### src/rtl/zol_seq_pkg.sv
package zol_seq_pkg;

    typedef enum logic [2:0] {
        CMD_NONE = 3'd0,
        CMD_LOOP = 3'd1,
        CMD_CALL = 3'd2,
        CMD_RET  = 3'd3,
        CMD_INT  = 3'd4,
        CMD_RTI  = 3'd5,
        CMD_JUMP = 3'd6
    } flow_cmd_e;

    typedef enum logic [1:0] {
        TGT_DIRECT   = 2'd0,
        TGT_INDIRECT = 2'd1,
        TGT_RELATIVE = 2'd2
    } tgt_mode_e;

    typedef enum logic {
        LP_IDLE = 1'b0,
        LP_RUN  = 1'b1
    } loop_state_e;

endpackage

### src/rtl/zol_target_gen.sv
module zol_target_gen
    import zol_seq_pkg::*;
#(
    parameter int AW = 24
) (
    input  logic [1:0]    mode,
    input  logic [AW-1:0] pc,
    input  logic [AW-1:0] imm,
    input  logic [AW-1:0] regv,
    output logic [AW-1:0] target,
    output logic [AW-1:0] pc_inc
);

    always_comb begin
        pc_inc = pc + AW'(1);
        unique case (tgt_mode_e'(mode))
            TGT_INDIRECT: target = regv;
            TGT_RELATIVE: target = pc + imm;
            default:      target = imm;
        endcase
    end

endmodule

### src/rtl/zol_pc_stack.sv
module zol_pc_stack #(
    parameter int AW    = 24,
    parameter int DEPTH = 30
) (
    input  logic          clk,
    input  logic          rst_n,
    input  logic          push,
    input  logic          pop,
    input  logic [AW-1:0] din,
    output logic [AW-1:0] top,
    output logic          empty,
    output logic          full,
    output logic          ovf,
    output logic          unf
);

    localparam int PW = $clog2(DEPTH + 1);

    logic [AW-1:0] mem [DEPTH];
    logic [PW-1:0] level;
    logic [PW-1:0] top_idx;

    assign empty   = (level == '0);
    assign full    = (level == PW'(DEPTH));
    assign top_idx = level - PW'(1);
    assign top     = empty ? '0 : mem[top_idx];

    always_ff @(posedge clk or negedge rst_n) begin
        if (!rst_n) begin
            level <= '0;
            ovf   <= 1'b0;
            unf   <= 1'b0;
        end else if (push) begin
            if (full) ovf   <= 1'b1;
            else      level <= level + PW'(1);
        end else if (pop) begin
            if (empty) unf   <= 1'b1;
            else       level <= level - PW'(1);
        end
    end

    always_ff @(posedge clk) begin
        if (push && !full) mem[level] <= din;
    end

    // depth never exceeds the configured size
    assert_level_bound_R3: assert property (@(posedge clk) disable iff (!rst_n)
        level <= PW'(DEPTH));
    // refused push leaves depth alone and raises the sticky flag
    assert_no_overflow_R3: assert property (@(posedge clk) disable iff (!rst_n)
        (push && full) |=> ($stable(level) && ovf));
    assert_ovf_sticky_R3: assert property (@(posedge clk) disable iff (!rst_n)
        ovf |=> ovf);
    // pop on empty keeps it empty and flags underflow
    assert_no_underflow_R4: assert property (@(posedge clk) disable iff (!rst_n)
        (pop && !push && empty) |=> (empty && unf));
    assert_unf_sticky_R4: assert property (@(posedge clk) disable iff (!rst_n)
        unf |=> unf);

endmodule

### src/rtl/zol_loop_ctrl.sv
module zol_loop_ctrl
    import zol_seq_pkg::*;
#(
    parameter int AW = 24,
    parameter int CW = 16
) (
    input  logic          clk,
    input  logic          rst_n,
    input  logic          start,
    input  logic [CW-1:0] count,
    input  logic [AW-1:0] end_addr,
    input  logic          abort,
    input  logic          hold,
    input  logic [AW-1:0] fetch_pc,
    output logic          active,
    output logic          wrap,
    output logic          finish,
    output logic          lce
);

    loop_state_e   state, state_nx;
    logic [CW-1:0] cnt;
    logic [AW-1:0] end_reg;
    logic          at_end;

    // state register
    always_ff @(posedge clk or negedge rst_n) begin
        if (!rst_n) state <= LP_IDLE;
        else        state <= state_nx;
    end

    // next state and outputs
    always_comb begin
        state_nx = state;
        active   = (state == LP_RUN);
        at_end   = 1'b0;
        wrap     = 1'b0;
        finish   = 1'b0;
        lce      = 1'b0;
        unique case (state)
            LP_IDLE: begin
                if (start) state_nx = LP_RUN;
            end
            LP_RUN: begin
                at_end = (fetch_pc == end_reg) && !hold;
                wrap   = at_end && (cnt != CW'(1));
                finish = at_end && (cnt == CW'(1));
                lce    = (cnt == CW'(1));
                if (abort || finish) state_nx = LP_IDLE;
            end
            default: state_nx = LP_IDLE;
        endcase
    end

    // counter and end-address registers
    always_ff @(posedge clk or negedge rst_n) begin
        if (!rst_n) begin
            cnt     <= '0;
            end_reg <= '0;
        end else if (state == LP_IDLE && start) begin
            cnt     <= (count == '0) ? CW'(1) : count;
            end_reg <= end_addr;
        end else if (wrap) begin
            cnt     <= cnt - CW'(1);
        end
    end

    // a running loop never holds a zero count
    assert_run_count_R8: assert property (@(posedge clk) disable iff (!rst_n)
        (state == LP_RUN) |-> (cnt != '0));
    assert_wrap_dec_R8: assert property (@(posedge clk) disable iff (!rst_n)
        wrap |=> (cnt == $past(cnt) - CW'(1)));
    // final pass returns the controller to idle
    assert_finish_idle_R9: assert property (@(posedge clk) disable iff (!rst_n)
        finish |=> (state == LP_IDLE));
    // abort ends the loop
    assert_abort_idle_R10: assert property (@(posedge clk) disable iff (!rst_n)
        (abort && active) |=> !active);
    // a held cycle leaves the counter alone
    assert_hold_keeps_R13: assert property (@(posedge clk) disable iff (!rst_n)
        (active && hold && !abort) |=> $stable(cnt));

endmodule

### src/rtl/zol_sequencer.sv
module zol_sequencer
    import zol_seq_pkg::*;
#(
    parameter int AW    = 24,
    parameter int CW    = 16,
    parameter int DEPTH = 30
) (
    input  logic          clk,
    input  logic          rst_n,
    input  logic [AW-1:0] fetch_pc,
    input  logic [2:0]    cmd,
    input  logic          cmd_cond,
    input  logic [1:0]    tgt_mode,
    input  logic [AW-1:0] tgt_imm,
    input  logic [AW-1:0] tgt_reg,
    input  logic [CW-1:0] loop_count,
    input  logic [AW-1:0] loop_end,
    input  logic [AW-1:0] int_vector,
    output logic [AW-1:0] next_pc,
    output logic          lce,
    output logic          stk_empty,
    output logic          stk_full,
    output logic          stk_overflow,
    output logic          stk_underflow
);

    flow_cmd_e     op;
    logic          taken;
    logic [AW-1:0] target, pc_inc, stk_top, push_d;
    logic          push_req, pop_req, loop_start, loop_abort;
    logic          lp_active, lp_wrap, lp_finish;

    assign op    = flow_cmd_e'(cmd);
    assign taken = (op == CMD_INT) || ((op != CMD_NONE) && cmd_cond);

    zol_target_gen #(.AW(AW)) u_tgt (
        .mode   (tgt_mode),
        .pc     (fetch_pc),
        .imm    (tgt_imm),
        .regv   (tgt_reg),
        .target (target),
        .pc_inc (pc_inc)
    );

    zol_pc_stack #(.AW(AW), .DEPTH(DEPTH)) u_stack (
        .clk   (clk),
        .rst_n (rst_n),
        .push  (push_req),
        .pop   (pop_req),
        .din   (push_d),
        .top   (stk_top),
        .empty (stk_empty),
        .full  (stk_full),
        .ovf   (stk_overflow),
        .unf   (stk_underflow)
    );

    zol_loop_ctrl #(.AW(AW), .CW(CW)) u_loop (
        .clk      (clk),
        .rst_n    (rst_n),
        .start    (loop_start),
        .count    (loop_count),
        .end_addr (loop_end),
        .abort    (loop_abort),
        .hold     (taken),
        .fetch_pc (fetch_pc),
        .active   (lp_active),
        .wrap     (lp_wrap),
        .finish   (lp_finish),
        .lce      (lce)
    );

    always_comb begin
        next_pc    = pc_inc;
        push_req   = 1'b0;
        pop_req    = 1'b0;
        push_d     = pc_inc;
        loop_start = 1'b0;
        loop_abort = 1'b0;
        if (taken) begin
            unique case (op)
                CMD_LOOP: begin
                    if (!lp_active) begin
                        push_req   = 1'b1;
                        loop_start = !stk_full;
                    end
                end
                CMD_CALL: begin
                    push_req = 1'b1;
                    next_pc  = target;
                end
                CMD_INT: begin
                    push_req = 1'b1;
                    push_d   = fetch_pc;
                    next_pc  = int_vector;
                end
                CMD_RET, CMD_RTI: begin
                    pop_req = 1'b1;
                    if (!stk_empty) next_pc = stk_top;
                end
                CMD_JUMP: begin
                    next_pc    = target;
                    loop_abort = lp_active;
                    pop_req    = lp_active;
                end
                default: ;
            endcase
        end else if (lp_wrap) begin
            next_pc = stk_top;
        end else if (lp_finish) begin
            pop_req = 1'b1;
        end
    end

    // an accepted loop start leaves its entry on the stack
    assert_loop_push_R7: assert property (@(posedge clk) disable iff (!rst_n)
        loop_start |=> !stk_empty);
    // an untaken command requests no stack traffic
    assert_untaken_quiet_R6: assert property (@(posedge clk) disable iff (!rst_n)
        (!taken && !lp_finish) |-> !(push_req || pop_req));
    // no second loop start while one is running
    assert_single_level_R12: assert property (@(posedge clk) disable iff (!rst_n)
        lp_active |-> !loop_start);

endmodule

### config.mk
export PLATFORM = sky130hd
export DESIGN_NAME = zol_sequencer
export DESIGN_NICKNAME = d
export VERILOG_FILES = /design/src/rtl/zol_seq_pkg.sv /design/src/rtl/zol_target_gen.sv /design/src/rtl/zol_pc_stack.sv /design/src/rtl/zol_loop_ctrl.sv /design/src/rtl/zol_sequencer.sv
export SDC_FILE = /design/constraint.sdc
export NUM_CORES = 1
export LEC_CHECK = 0
export BUFFER_PORTS_ARGS = -buffer_cell sky130_fd_sc_hd__buf_2
export CORE_ASPECT_RATIO = 0.8
export CORE_MARGIN = 3
export CORE_UTILIZATION = 50
export CTS_BUF_LIST = sky130_fd_sc_hd__clkbuf_4
export DETAILED_ROUTE_END_ITERATION = 16
export PLACE_DENSITY = 0.7
export SLEW_MARGIN = 20
export SYNTH_ARGS = -nofsm -noshare
export SYNTH_HDL_FRONTEND = slang
export SYNTH_HIERARCHICAL = 1
export SYNTH_SLANG_ARGS = --single-unit
export TNS_END_PERCENT = 100
### constraint.sdc
create_clock -name clk -period 6 [get_ports clk]
set_input_delay 1.8 -clock clk [delete_from_list [all_inputs] [get_ports clk]]
set_output_delay 1.8 -clock clk [all_outputs]
set_load 0.03 [all_outputs]
## Word-level counts from Yosys, hierarchy flattened

Memory sizes are Yosys's and may differ from the RTL's.
Cells that the tools add are included.

| storage, ports and cells | value |
|---|---|
| memories kept | 1 |
| memory bits (writable) | 720 |
| flip-flop bits (word level) | 48 |
| bits in latches | 0 |
| bits in read-only memories | 0 |
| bits of input ports | 144 |
| output and inout bits | 29 |
| word-level logic and storage cells | 84 |

| cells by class | value |
|---|---|
| divide/modulo/power cells | 0 |
| magnitude comparators | 0 |
| shifts and indexed selects | 0 |
| add/subtract/negate cells | 5 |
| reductions and logical operators | 21 |
| multiply operators | 0 |
| bitwise gates (word level) | 2 |
| equality and inequality tests | 14 |
| mux-type cells | 35 |

Memory list:

| memory | depth | width | rd ports | clocked after memory_dff | write ports | RTL line | RTL |
|---|---|---|---|---|---|---|---|
| u_stack.mem | 30 | 24 | 1 | 0 | 1 | zol_pc_stack.sv:19 | `logic [AW-1:0] mem [DEPTH];` |

Operators with widths:

| operator | number |
|---|---|
| $mux 24 | 6 |
| $pmux 24 s3 | 1 |
| $mux 16 | 3 |
| $pmux 24 s2 | 1 |
| $add 24x1->24 const B | 1 |
| $add 24x24->24 | 1 |
| $eq 24x24->1 | 1 |
| $mux 5 | 4 |
| $mux 1 | 17 |
| $eq 16x1->1 const B | 1 |
| $logic_not 16->1 | 1 |
| $ne 16x1->1 const B | 1 |
| $sub 16x1->16 const B | 1 |
| $eq 3x3->1 const B | 3 |
| $eq 3x2->1 const B | 2 |
| $logic_and 1x1->1 | 6 |
| $pmux 1 s2 | 3 |
| $reduce_and 3->1 | 2 |
| $reduce_or 2->1 | 3 |
| $add 5x1->5 const B | 1 |
| $eq 5x5->1 const B | 1 |
| $logic_not 5->1 | 1 |
| $sub 5x1->5 const B | 1 |
| $reduce_bool 2->1 | 2 |
| 10 further kinds | 13 |

## Logic depth before layout (Yosys ltp)

Gate-level depths: netlist of run 1.

| logic depth | value |
|---|---|
| depth in word-level cells | 12 |
| mapped depth | 17 |
| gate-level depth less buffers | 13 |

## Modules after synthesis

Netlist of run 1, hierarchy kept.

Modules (own cells, without submodules):

| module | instances | cells an instance | sequential area each (sq um) | area an instance (sq um) |
|---|---|---|---|---|
| zol_pc_stack | 1 | 1385 | 21795.9 | 28403.5 |
| zol_loop_ctrl | 1 | 294 | 1026.0 | 2432.3 |
| zol_sequencer | 1 | 352 | 0.0 | 2119.5 |
| zol_target_gen | 1 | 299 | 0.0 | 2033.2 |

## Least setup slack after synthesis of run 1

OpenSTA, ideal clock, no wires.

| timing path | value |
|---|---|
| path kind | input-to-output |
| start | input cmd[0] |
| end | output next_pc[8] |
| arrival time | 4526 ps |
| cell stages on the path | 12 |
| path slack | -326 ps |
| path through | clkbuf_2 -> nor2_1 -> mux2i_1 -> buf_2 -> inv_1 -> nor2_1 -> nor4b_2 -> and2_1 -> buf_2 -> buf_2 -> mux2i_1 -> a32oi_1 |

| on the way | value |
|---|---|
| longest elaborated chain between the ends | 9 |
| elaborated cells between the ends (all ways) | 17 |
| classes of those cells | eq/ne (5); mux (4); reduce/logical (8) |

RTL lines:

| element | RTL line | RTL |
|---|---|---|
| start, declared | zol_sequencer.sv:11 | `input logic [2:0] cmd,` |
| $reduce_bool 3->1 | zol_sequencer.sv:34 | `assign taken = (op == CMD_INT) \|\| ((op != CMD_NONE) && cmd_cond);` |
| $logic_and 1x1->1 | zol_sequencer.sv:34 |  |
| $logic_or 1x1->1 * | zol_sequencer.sv:34 |  |
| via taken | zol_sequencer.sv:28 | `logic taken;` |
| $logic_not 1->1 * | zol_loop_ctrl.sv:45 | `at_end = (fetch_pc == end_reg) && !hold;` |
| $logic_and 1x1->1 * | zol_loop_ctrl.sv:45 |  |
| $logic_and 1x1->1 * | zol_loop_ctrl.sv:46 | `wrap = at_end && (cnt != CW'(1));` |
| $mux 1 * | zol_loop_ctrl.sv:40 | `unique case (state)` |
| via lp_wrap | zol_sequencer.sv:31 | `logic lp_active, lp_wrap, lp_finish;` |
| $mux 24 * | zol_sequencer.sv:108 | `end else if (lp_wrap) begin` |
| $mux 24 * | zol_sequencer.sv:80 | `if (taken) begin` |
| end, declared | zol_sequencer.sv:19 | `output logic [AW-1:0] next_pc,` |

The timed path passes the listed nets; every way through them passes the cells marked *.

## Worst setup path in the final report of run 1

| timing path | value |
|---|---|
| start | input fetch_pc[0] |
| end | output next_pc[18] |

| on the way | value |
|---|---|
| elaborated cells between the ends (all ways) | 11 |
| classes of those cells | add/sub (2); eq/ne (1); mux (6); reduce/logical (2) |

RTL lines:

| element | RTL line | RTL |
|---|---|---|
| start, declared | zol_sequencer.sv:10 | `input logic [AW-1:0] fetch_pc,` |
| $add 24x24->24 | zol_target_gen.sv:18 | `TGT_RELATIVE: target = pc + imm;` |
| $pmux 24 s2 | zol_target_gen.sv:16 | `unique case (tgt_mode_e'(mode))` |
| via target[18] | zol_sequencer.sv:29 | `logic [AW-1:0] target, pc_inc, stk_top, push_d;` |
| $pmux 24 s3 | zol_sequencer.sv:81 | `unique case (op)` |
| $mux 24 | zol_sequencer.sv:80 |  |

The timed path passes the listed nets, and every way through them passes these cells.

==> impl_metrics.sql, run 1 <==
INSERT INTO impl_metrics (metric_group, metric, value, unit) VALUES
('outcome', 'status', 'complete, but fails checks', ''),
('outcome', 'violations', 'setup timing', ''),
('global_routing', 'number_of_antenna_violations_at_the_first_check_in_global_routing', '4', ''),
('timing', 'layout_worst_path_cycle_share', '103', '%'),
('drt', 'total_routed_length', '103000', 'um'),
('final_layout', 'number_of_nets_in_the_final_layout', '3015', ''),
('critical_path', 'cp_num_buf_inv', '2', ''),
('drt', 'drt-wirelength-per-cell', '26.3', 'um'),
('clocking', 'numCtsBuffers', '175', ''),
('floorplanning', 'dieHeight', '243', 'um'),
('final_layout', 'fill_cells', '5115', ''),
('final_layout', 'multiInputGateArea', '12400', 'um^2'),
('global_routing', 'groute.usage.overall', '28.0', '%'),
('clocking', 'post_cts_hold_buffer_count', '0', ''),
('power_and_ir_drop', 'power.density_cell_area', '472', 'nW/um^2'),
('clocking', 'cts.htree.levels', '4', ''),
('final_layout', 'largest_register_ffs', '720', ''),
('final_layout', 'final_layout_size_suffix_gt1_share', '37.3', '%'),
('critical_path', 'setup.worst_path.class', 'input pin to output port', ''),
('drt', 'detail_route.iter0.violations', '2805', ''),
('timing', 'timing.fmax', '162', 'MHz'),
('critical_path', 'critical_path_source_type', 'input pin', ''),
('synth', 'asyncSetResetFlopFracSynth', '6.25', '%'),
('run', 'max_cap_violations', '0', ''),
('clocking', 'clock_latency_at_the_later_pin_of_the_worst_skew_pair', '1040', 'ps'),
('drt', 'remaining_drc_errors', '0', ''),
('synth', 'combined_area_of_all_synthesized_cells', '35000', 'um^2'),
('critical_path', 'crit_path_end', 'next_pc[18]', ''),
('critical_path', 'cp.required', '4200', 'ps'),
('timing', 'timing.final.ws_setup', '-175', 'ps'),
('drt', 'detail_route.vias_per_cell', '6.18', ''),
('clocking', 'cts.sinks', '768', ''),
('timing', 'finalMaxSlewViolations', '0', ''),
('final_layout', 'flow.area_growth_from_synthesis', '22.5', '%'),
('worst_hold_path', 'type_of_the_worst_min_delay_path', 'register to register', ''),
('critical_path', 'crit_top_cell', 'sky130_fd_sc_hd__o21ai_1', ''),
('critical_path', 'crit_path_max_fanout', '5', ''),
('critical_path', 'regToRegStartpoint', 'u_stack/level[0]', ''),
('synth', 'synth-seq-cells', '768', ''),
('synth', 'count_of_flip_flops_with_a_built_in_enable_after_synthesis', '720', ''),
('drt', 'drt.antenna.violating_nets', '0', ''),
('synth', 'synthesis.area_per_instance', '15.0', 'um^2'),
('synth', 'synth-main-ff-cell', 'sky130_fd_sc_hd__edfxtp_1', ''),
('critical_path', 'timing.critical_path.slowest_cell_delay', '350', 'ps'),
('floorplanning', 'initial_core_utilization', '50.6', '%'),
('global_routing', 'grt_first_pass_wirelength', '152000', 'um'),
('floorplanning', 'fp.dieW', '302', 'um'),
('floorplanning', 'design.portCount', '173', ''),
('floorplanning', 'core.rowCount', '86', ''),
('timing', 'grt_setup_unrepaired', 'true', ''),
('clocking', 'cts_max_path_buffers', '3', ''),
('timing', 'min_period', '6170', 'ps'),
('power_and_ir_drop', 'leakagePower', '15.3', 'nW'),
('power_and_ir_drop', 'power', '0.0202', 'W'),
('critical_path', 'worst-r2r-cell-count', '13', ''),
('clocking', 'cts.root.buffer_cell', 'sky130_fd_sc_hd__clkbuf_4', ''),
('timing', 'timing.final.setup_violations', '19', ''),
('placement', 'io_buffer_count', '172', ''),
('critical_path', 'critical-path-top-delay-family', 'compound AO/OA/AOI/OAI gates', ''),
('timing', 'report.final.hold_viol_count', '0', ''),
('drt', 'route.vias.total', '24100', ''),
('timing', 'worst_hold_slack', '498', 'ps'),
('floorplanning', 'placeableCoreArea', '69100', 'um^2'),
('placement', 'gp_congestion', '0.953', ''),
('power_and_ir_drop', 'power.ir.vdd_worst', '0.339', 'mV'),
('drt', 'drt_first_pass_iters', '8', ''),
('synth', 'ys_warn_count', '6', ''),
('synth', 'netlist_instances', '2330', ''),
('global_routing', 'grt_overflow', '0', ''),
('critical_path', 'crit_start', 'fetch_pc[0]', ''),
('clocking', 'clock_tree_from_tritoncts', 'yes', '');
==> layout by cell type (no fill, tap or decap), types with 45 or more instances in the layout <==
| cell type | count |
|---|---|
| sky130_fd_sc_hd__mux4_2 | 144 |
| sky130_fd_sc_hd__dfrtp_1 | 47 |
| sky130_fd_sc_hd__edfxtp_1 | 720 |
| sky130_fd_sc_hd__clkbuf_4 | 263 |
| sky130_fd_sc_hd__buf_4 | 260 |
| sky130_fd_sc_hd__nor3_1 | 59 |
| sky130_fd_sc_hd__nand2_1 | 277 |
| sky130_fd_sc_hd__buf_2 | 141 |
| sky130_fd_sc_hd__o21ai_0 | 45 |
| sky130_fd_sc_hd__nor2_1 | 59 |
| sky130_fd_sc_hd__mux2i_1 | 115 |
| sky130_fd_sc_hd__o21ai_1 | 65 |
==> worst min path at each step <==
| stage | startpoint | endpoint | slack (ps) | depth (start not counted) |
|---|---|---|---|---|
| floorplan | u_loop/end_reg[4] | u_loop/end_reg[4] | 460 | 2 |
| global route | u_loop/end_reg[14] | u_loop/end_reg[14] | 520 | 2 |
| detailed placement | u_loop/end_reg[14] | u_loop/end_reg[14] | 480 | 2 |
| global placement | u_loop/end_reg[19] | u_loop/end_reg[19] | 480 | 2 |
| finish | u_loop/end_reg[15] | u_loop/end_reg[15] | 500 | 2 |
| CTS | u_loop/end_reg[15] | u_loop/end_reg[15] | 500 | 2 |
==> stage by stage <==
step                setup TNS, ps  instance area (um^2)  util (%)  std cells  setup slack [ps]
finish                      -1590                 42900      62.0       3895              -175
global route                -4340                 42800      62.0       3893              -248
CTS                         -2090                 42300      61.2       3861              -187
detailed placement          -5250                 38700      56.0       3510              -494
global placement            -4760                 38600      55.9       3510              -533
floorplan                       0                 35200         -       2330              12.5
==> synthesized netlist by cell type, drive strengths merged, types with 33 or more instances <==
library cell / number / area share [%]
a21oi: 33 / 0.53
and3: 39 / 0.70
buf: 68 / 1.0
clkbuf: 86 / 0.93
dfrtp: 48 / 3.4
edfxtp: 720 / 62
ha: 33 / 1.2
mux2i: 126 / 3.6
mux4: 144 / 9.3
nand2: 282 / 3.0
nand4: 39 / 0.72
nor2: 89 / 0.97
nor2b: 34 / 0.61
nor3: 62 / 0.89
o21ai: 120 / 1.7
xnor2: 39 / 0.98
xor2: 33 / 0.83
==> cell type report <==
type | count | area share [%]
clock buffers | 263 | 4.61
well taps | 924 | 2.70
repair buffers | 483 | 9.51
inverters | 27 | 0.248
diodes | 4 | 0.0234
clock inverters | 44 | 0.642
flip-flops and latches | 768 | 53.3
multi-input cells | 1382 | 29.0
==> worst register-to-register path, cell delays in order, from the launching register on <==
cell and delay [ps]:
sky130_fd_sc_hd__dfrtp_4 470, sky130_fd_sc_hd__inv_6 60, sky130_fd_sc_hd__buf_4 140, sky130_fd_sc_hd__buf_6 300
sky130_fd_sc_hd__ha_1 420, sky130_fd_sc_hd__nand4_1 230, sky130_fd_sc_hd__inv_1 80, sky130_fd_sc_hd__nand3b_1 150
sky130_fd_sc_hd__nor2_1 390, sky130_fd_sc_hd__nand2b_1 180, sky130_fd_sc_hd__a41oi_1 490, sky130_fd_sc_hd__nand2_1 180
sky130_fd_sc_hd__nor3b_1 170, sky130_fd_sc_hd__nor3_1 190
==> report_power, final <==
part / internal [W] / leakage [nW] / total [W] / switching, W
clock network: 0.00213 / 1.33 / 0.00414 / 0.00201
logic: 0.00458 / 6.95 / 0.00974 / 0.00516
registers: 0.00618 / 7.07 / 0.00634 / 0.000166
==> routing by layer <==
layer  global-route usage (%)  routed length [um]  vias up  part of all wire (%)
met5                        0                  59        -                 0.058
met4                     9.07                2700        4                   2.6
met3                     6.27                9820      200                   9.6
met2                     43.4               48700     1327                    48
met1                     39.6               41300    12200                    40
li1                         -                   -    10300                     -
==> cell families after synthesis <==
group           after synthesis  synth area share [%]
fa+ha+maj                    34                  1.24
buf+inv                     181                  2.26
simple gates                632                  8.61
flops                       768                  65.2
xor+xnor                     72                  1.80
compound gates              348                  7.19
mux                         295                  13.7
==> repair_timing <==
| item | in CTS | in global routing |
|---|---|---|
| endpoints found under the setup margin | 24 | 24 |
| pin swaps | 52 | 69 |
| gates cloned | 10 | 2 |
| resized for setup | 177 | 69 |
| setup buffers | 34 | 27 |
| hold endpoints to repair | 0 | 0 |
Power figures use the tool's default switching activity.
==> inputs of run 2 (changes only) <==
ABC_AREA = 1   (was unset)
==> run 2 against run 1 <==
The run now ends clean. Sequential power hardly changed. Maximum frequency up 3.9%. Die area grew 6.1%. Non-clock buffer count fell by 193. Clock skew shrank 1.6 ps. Area after synthesis rose by 6.3%. Count of clock-buffer cells in the layout increased by 9. Critical path depth up 3. Setup slack better by 230 ps. Critical endpoint is now next_pc[20]. Largest power group unchanged.
==> impl_metrics.sql, run 2 <==
INSERT INTO impl_metrics (metric_group, metric, value, unit) VALUES
('outcome', 'status', 'finished clean', ''),
('clocking', 'cts_max_path_buffers', '3', ''),
('floorplanning', 'dieHeight', '250', 'um'),
('global_routing', 'number_of_antenna_violations_at_the_first_check_in_global_routing', '4', ''),
('timing', 'timing.final.ws_setup', '58.5', 'ps'),
('power_and_ir_drop', 'power.ir.vdd_worst', '0.993', 'mV'),
('final_layout', 'flow.area_growth_from_synthesis', '13.5', '%'),
('timing', 'slew-limit-headroom', '27.1', '%'),
('critical_path', 'setup.worst_path.class', 'input pin to output port', ''),
('timing', 'fin_skew', '72.3', 'ps'),
('drt', 'detail_route.iter0.violations', '3808', ''),
('floorplanning', 'design.portCount', '173', ''),
('clocking', 'cts.sinks', '768', ''),
('final_layout', 'final_design_area_no_fill', '42200', 'um^2'),
('global_routing', 'number_of_global_route_vias_before_repair', '27500', ''),
('placement', 'gp_congestion', '0.990', ''),
('power_and_ir_drop', 'pwr-share-comb', '47.8', '%'),
('final_layout', 'number_of_nets_in_the_final_layout', '4403', ''),
('synth', 'synth_most_common_cell', 'sky130_fd_sc_hd__nand2_1', ''),
('placement', 'placed_cell_area', '39200', 'um^2'),
('synth', 'synth-main-ff-cell', 'sky130_fd_sc_hd__edfxtp_1', ''),
('clocking', 'cts.htree.levels', '4', ''),
('final_layout', 'final_layout_size_suffix_gt1_share', '16.7', '%'),
('synth', 'netlist_instances', '3956', ''),
('drt', 'drt-wirelength-per-cell', '20.7', 'um'),
('critical_path', 'arrival_worst_endpoint', '4140', 'ps'),
('drt', 'total_routed_length', '111000', 'um'),
('synth', 'post_synth_num_cell_types', '46', ''),
('power_and_ir_drop', 'p_int', '0.0112', 'W'),
('global_routing', 'grt_first_pass_wirelength', '163000', 'um'),
('drt', 'drt.antenna.violating_nets', '0', ''),
('synth', 'synthesis.area_per_instance', '9.40', 'um^2'),
('critical_path', 'cp.required', '4200', 'ps'),
('timing', 'layout_worst_path_cycle_share', '99.0', '%'),
('floorplanning', 'fp.dieArea', '77700', 'um^2'),
('synth', 'asyncSetResetFlopFracSynth', '6.25', '%'),
('critical_path', 'critical-path-top-delay-family', 'simple AND/OR/NAND/NOR gates', ''),
('critical_path', 'path_cells', 'buf_2 -> ha_2 -> nand3_2 -> inv_2 -> nand2_2 -> nor2_4 -> nand2_4 -> nor2_4 -> nand2_2 -> nor3_4 -> xor2_2 -> nand2_1 -> o21ai_0 -> nand2_1 -> nand2_1 -> nor2_1 -> nor2_1 -> clkbuf_4', ''),
('critical_path', 'timing.critical_path.slowest_cell_delay', '240', 'ps'),
('power_and_ir_drop', 'power.density_cell_area', '478', 'nW/um^2'),
('final_layout', 'fill_cells', '6384', ''),
('worst_hold_path', 'type_of_the_worst_min_delay_path', 'register to register', ''),
('global_routing', 'grt_overflow', '0', ''),
('timing', 'tightest_slew', '1090', 'ps'),
('clocking', 'numCtsBuffers', '181', ''),
('placement', 'pre_cts_slack', '22.6', 'ps'),
('power_and_ir_drop', 'clock_power_share', '20.9', '%'),
('clocking', 'clock_tree_from_tritoncts', 'yes', ''),
('power_and_ir_drop', 'fraction_of_power_consumed_by_sequential_logic', '31.3', '%'),
('synth', 'synth.area.top_cells', 'sky130_fd_sc_hd__edfxtp_1 58%, sky130_fd_sc_hd__nand2_1 14%, sky130_fd_sc_hd__nand3_1 9.3%, sky130_fd_sc_hd__dfrtp_1 3.2%, sky130_fd_sc_hd__nor2_1 2.8%', ''),
('critical_path', 'crit_path_end_kind', 'output port', ''),
('synth', 'synth-seq-cells', '768', ''),
('clocking', 'post_cts_hold_buffer_count', '0', ''),
('timing', 'min_period', '5940', 'ps'),
('floorplanning', 'initial_core_utilization', '51.0', '%'),
('drt', 'drt_first_pass_iters', '8', ''),
('clocking', 'cts.root.buffer_cell', 'sky130_fd_sc_hd__clkbuf_4', ''),
('critical_path', 'crit_slowest_cell', 'sky130_fd_sc_hd__xor2_2', ''),
('critical_path', 'crit_top_cell', 'sky130_fd_sc_hd__nand2_1', ''),
('timing', 'finalMaxSlewViolations', '0', ''),
('clocking', 'clock_latency_at_the_later_pin_of_the_worst_skew_pair', '1060', 'ps'),
('drt', 'remaining_drc_errors', '0', ''),
('placement', 'io_buffer_count', '172', ''),
('floorplanning', 'fp.dieW', '311', 'um'),
('synth', 'netlist.top_cell.by_area', 'sky130_fd_sc_hd__edfxtp_1', ''),
('global_routing', 'maximum_number_of_pins_on_one_net_before_global_route_repair', '178', ''),
('final_layout', 'largest_register_ffs', '720', ''),
('clocking', 'clkTransAtPathRegs', '80', 'ps'),
('power_and_ir_drop', 'leakagePower', '17.4', 'nW'),
('drt', 'detail_route.vias_per_cell', '5.55', ''),
('timing', 'report.final.hold_viol_count', '0', ''),
('floorplanning', 'placeableCoreArea', '72900', 'um^2'),
('synth', 'ys_warn_count', '6', ''),
('run', 'max_cap_violations', '0', ''),
('floorplanning', 'core.rowCount', '88', ''),
('timing', 'timing.fmax', '168', 'MHz'),
('placement', 'hpwlAfterDp', '65000', 'um'),
('final_layout', 'layout_commonest_cell', 'sky130_fd_sc_hd__nand2_1', ''),
('synth', 'synth.top_cell.area_share', '58.1', '%'),
('synth', 'combined_area_of_all_synthesized_cells', '37200', 'um^2'),
('synth', 'netlist_top_cells_count', '1378 x sky130_fd_sc_hd__nand2_1, 720 x sky130_fd_sc_hd__edfxtp_1, 692 x sky130_fd_sc_hd__nand3_1', ''),
('critical_path', 'critical_path_source_type', 'input pin', ''),
('timing', 'timing.final.setup_violations', '0', ''),
('critical_path', 'crit_path_max_fanout', '6', ''),
('global_routing', 'groute.usage.overall', '27.5', '%'),
('power_and_ir_drop', 'p_sw_share', '44.3', '%'),
('synth', 'count_of_flip_flops_with_a_built_in_enable_after_synthesis', '720', ''),
('critical_path', 'cp_num_buf_inv', '3', ''),
('synth', 'synth_seq_area_share', '61.4', '%'),
('final_layout', 'most-common-layout-cells', '1363 x sky130_fd_sc_hd__nand2_1, 720 x sky130_fd_sc_hd__edfxtp_1, 690 x sky130_fd_sc_hd__nand3_1', ''),
('synth', 'syn_nets', '4134', ''),
('drt', 'route.vias.total', '29700', ''),
('power_and_ir_drop', 'switchingPower', '0.00893', 'W');
run 2: cell count changes after synthesis, sizes merged, moves of 102 or more:
cell / before / now
nand3: 29 / 696
nand2: 282 / 1410
mux2i: 126 / 0
mux4: 144 / 0
nor2: 89 / 286
inv: 27 / 250
buf: 68 / 170
run 2: repair_timing:
item	CTS	global route
setup buffers	5	6
setup endpoints to repair	24	23
cloned	5	7
gates resized for setup	24	73
pin swaps	2	10
run 2: cells by family (layout without fill, tap and decap cells):
family | Yosys count | after routing | synth area share [%]
and+or+nand+nor | 2436 | 2438 | 27.8
DFF | 768 | 768 | 61.4
buffers and inverters | 458 | 861 | 5.68
AOI/OAI and AO/OA | 224 | 224 | 3.09
xor gates and xnor gates | 36 | 36 | 0.868
adders and majority gates | 34 | 34 | 1.16
other | 0 | 5 | 0
run 2: power groups by stage:
stage	registers [W]	clock network (W)	logic, W
after floorplan	0.00637	0	0.00603
after global placement	0.00642	0	0.00846
after detailed placement	0.00642	0	0.00855
after CTS	0.00630	0.00428	0.00905
after global routing	0.00633	0.00457	0.0105
final	0.00631	0.00421	0.00964
run 2: area by class of cell:
type	count	area, um^2	share of cell area, %
flip-flops and latches	768	22800	54.1
well taps	990	1240	2.93
repair inverters	2	20.0	0.0474
clock buffers	272	2040	4.84
clock inverters	47	268	0.634
repair buffers	290	2200	5.22
diodes	5	12.5	0.0296
inverters	250	982	2.33
multi-input cells	2732	12600	29.9
run 2: stage by stage:
stage	cells	utilization, %	TNS, ps	total power, W	hold slack [ps]
after CTS	5339	57.4	0	0.0196	488
after global placement	5010	53.8	0	0.0149	469
after detailed placement	5010	53.8	0	0.0150	459
after floorplan	3956	-	0	0.0124	466
after global routing	5356	57.9	-200	0.0214	522
final	5356	57.9	0	0.0202	486
run 2: path summary, 6_finish.rpt:
check                      cells past startpoint  slack, ps                 end             start
setup / recovery                              18         60         next_pc[20]       fetch_pc[1]
hold / removal                                 1        490         u_stack/ovf       u_stack/ovf
setup reg to reg                              13       2360  u_loop/end_reg[12]  u_stack/level[0]
hold reg to reg                                1        490         u_stack/ovf       u_stack/ovf
max in group asynchronous                      2       4360    u_stack/level[0]             rst_n
min in group asynchronous                      1        790   u_loop/end_reg[6]             rst_n
run 2: routing by layer:
layer	track usage, %	wire length (um)
met1	41.1	47900
met2	40.9	49300
met3	4.91	11700
met4	9.09	2150
met5	0	13
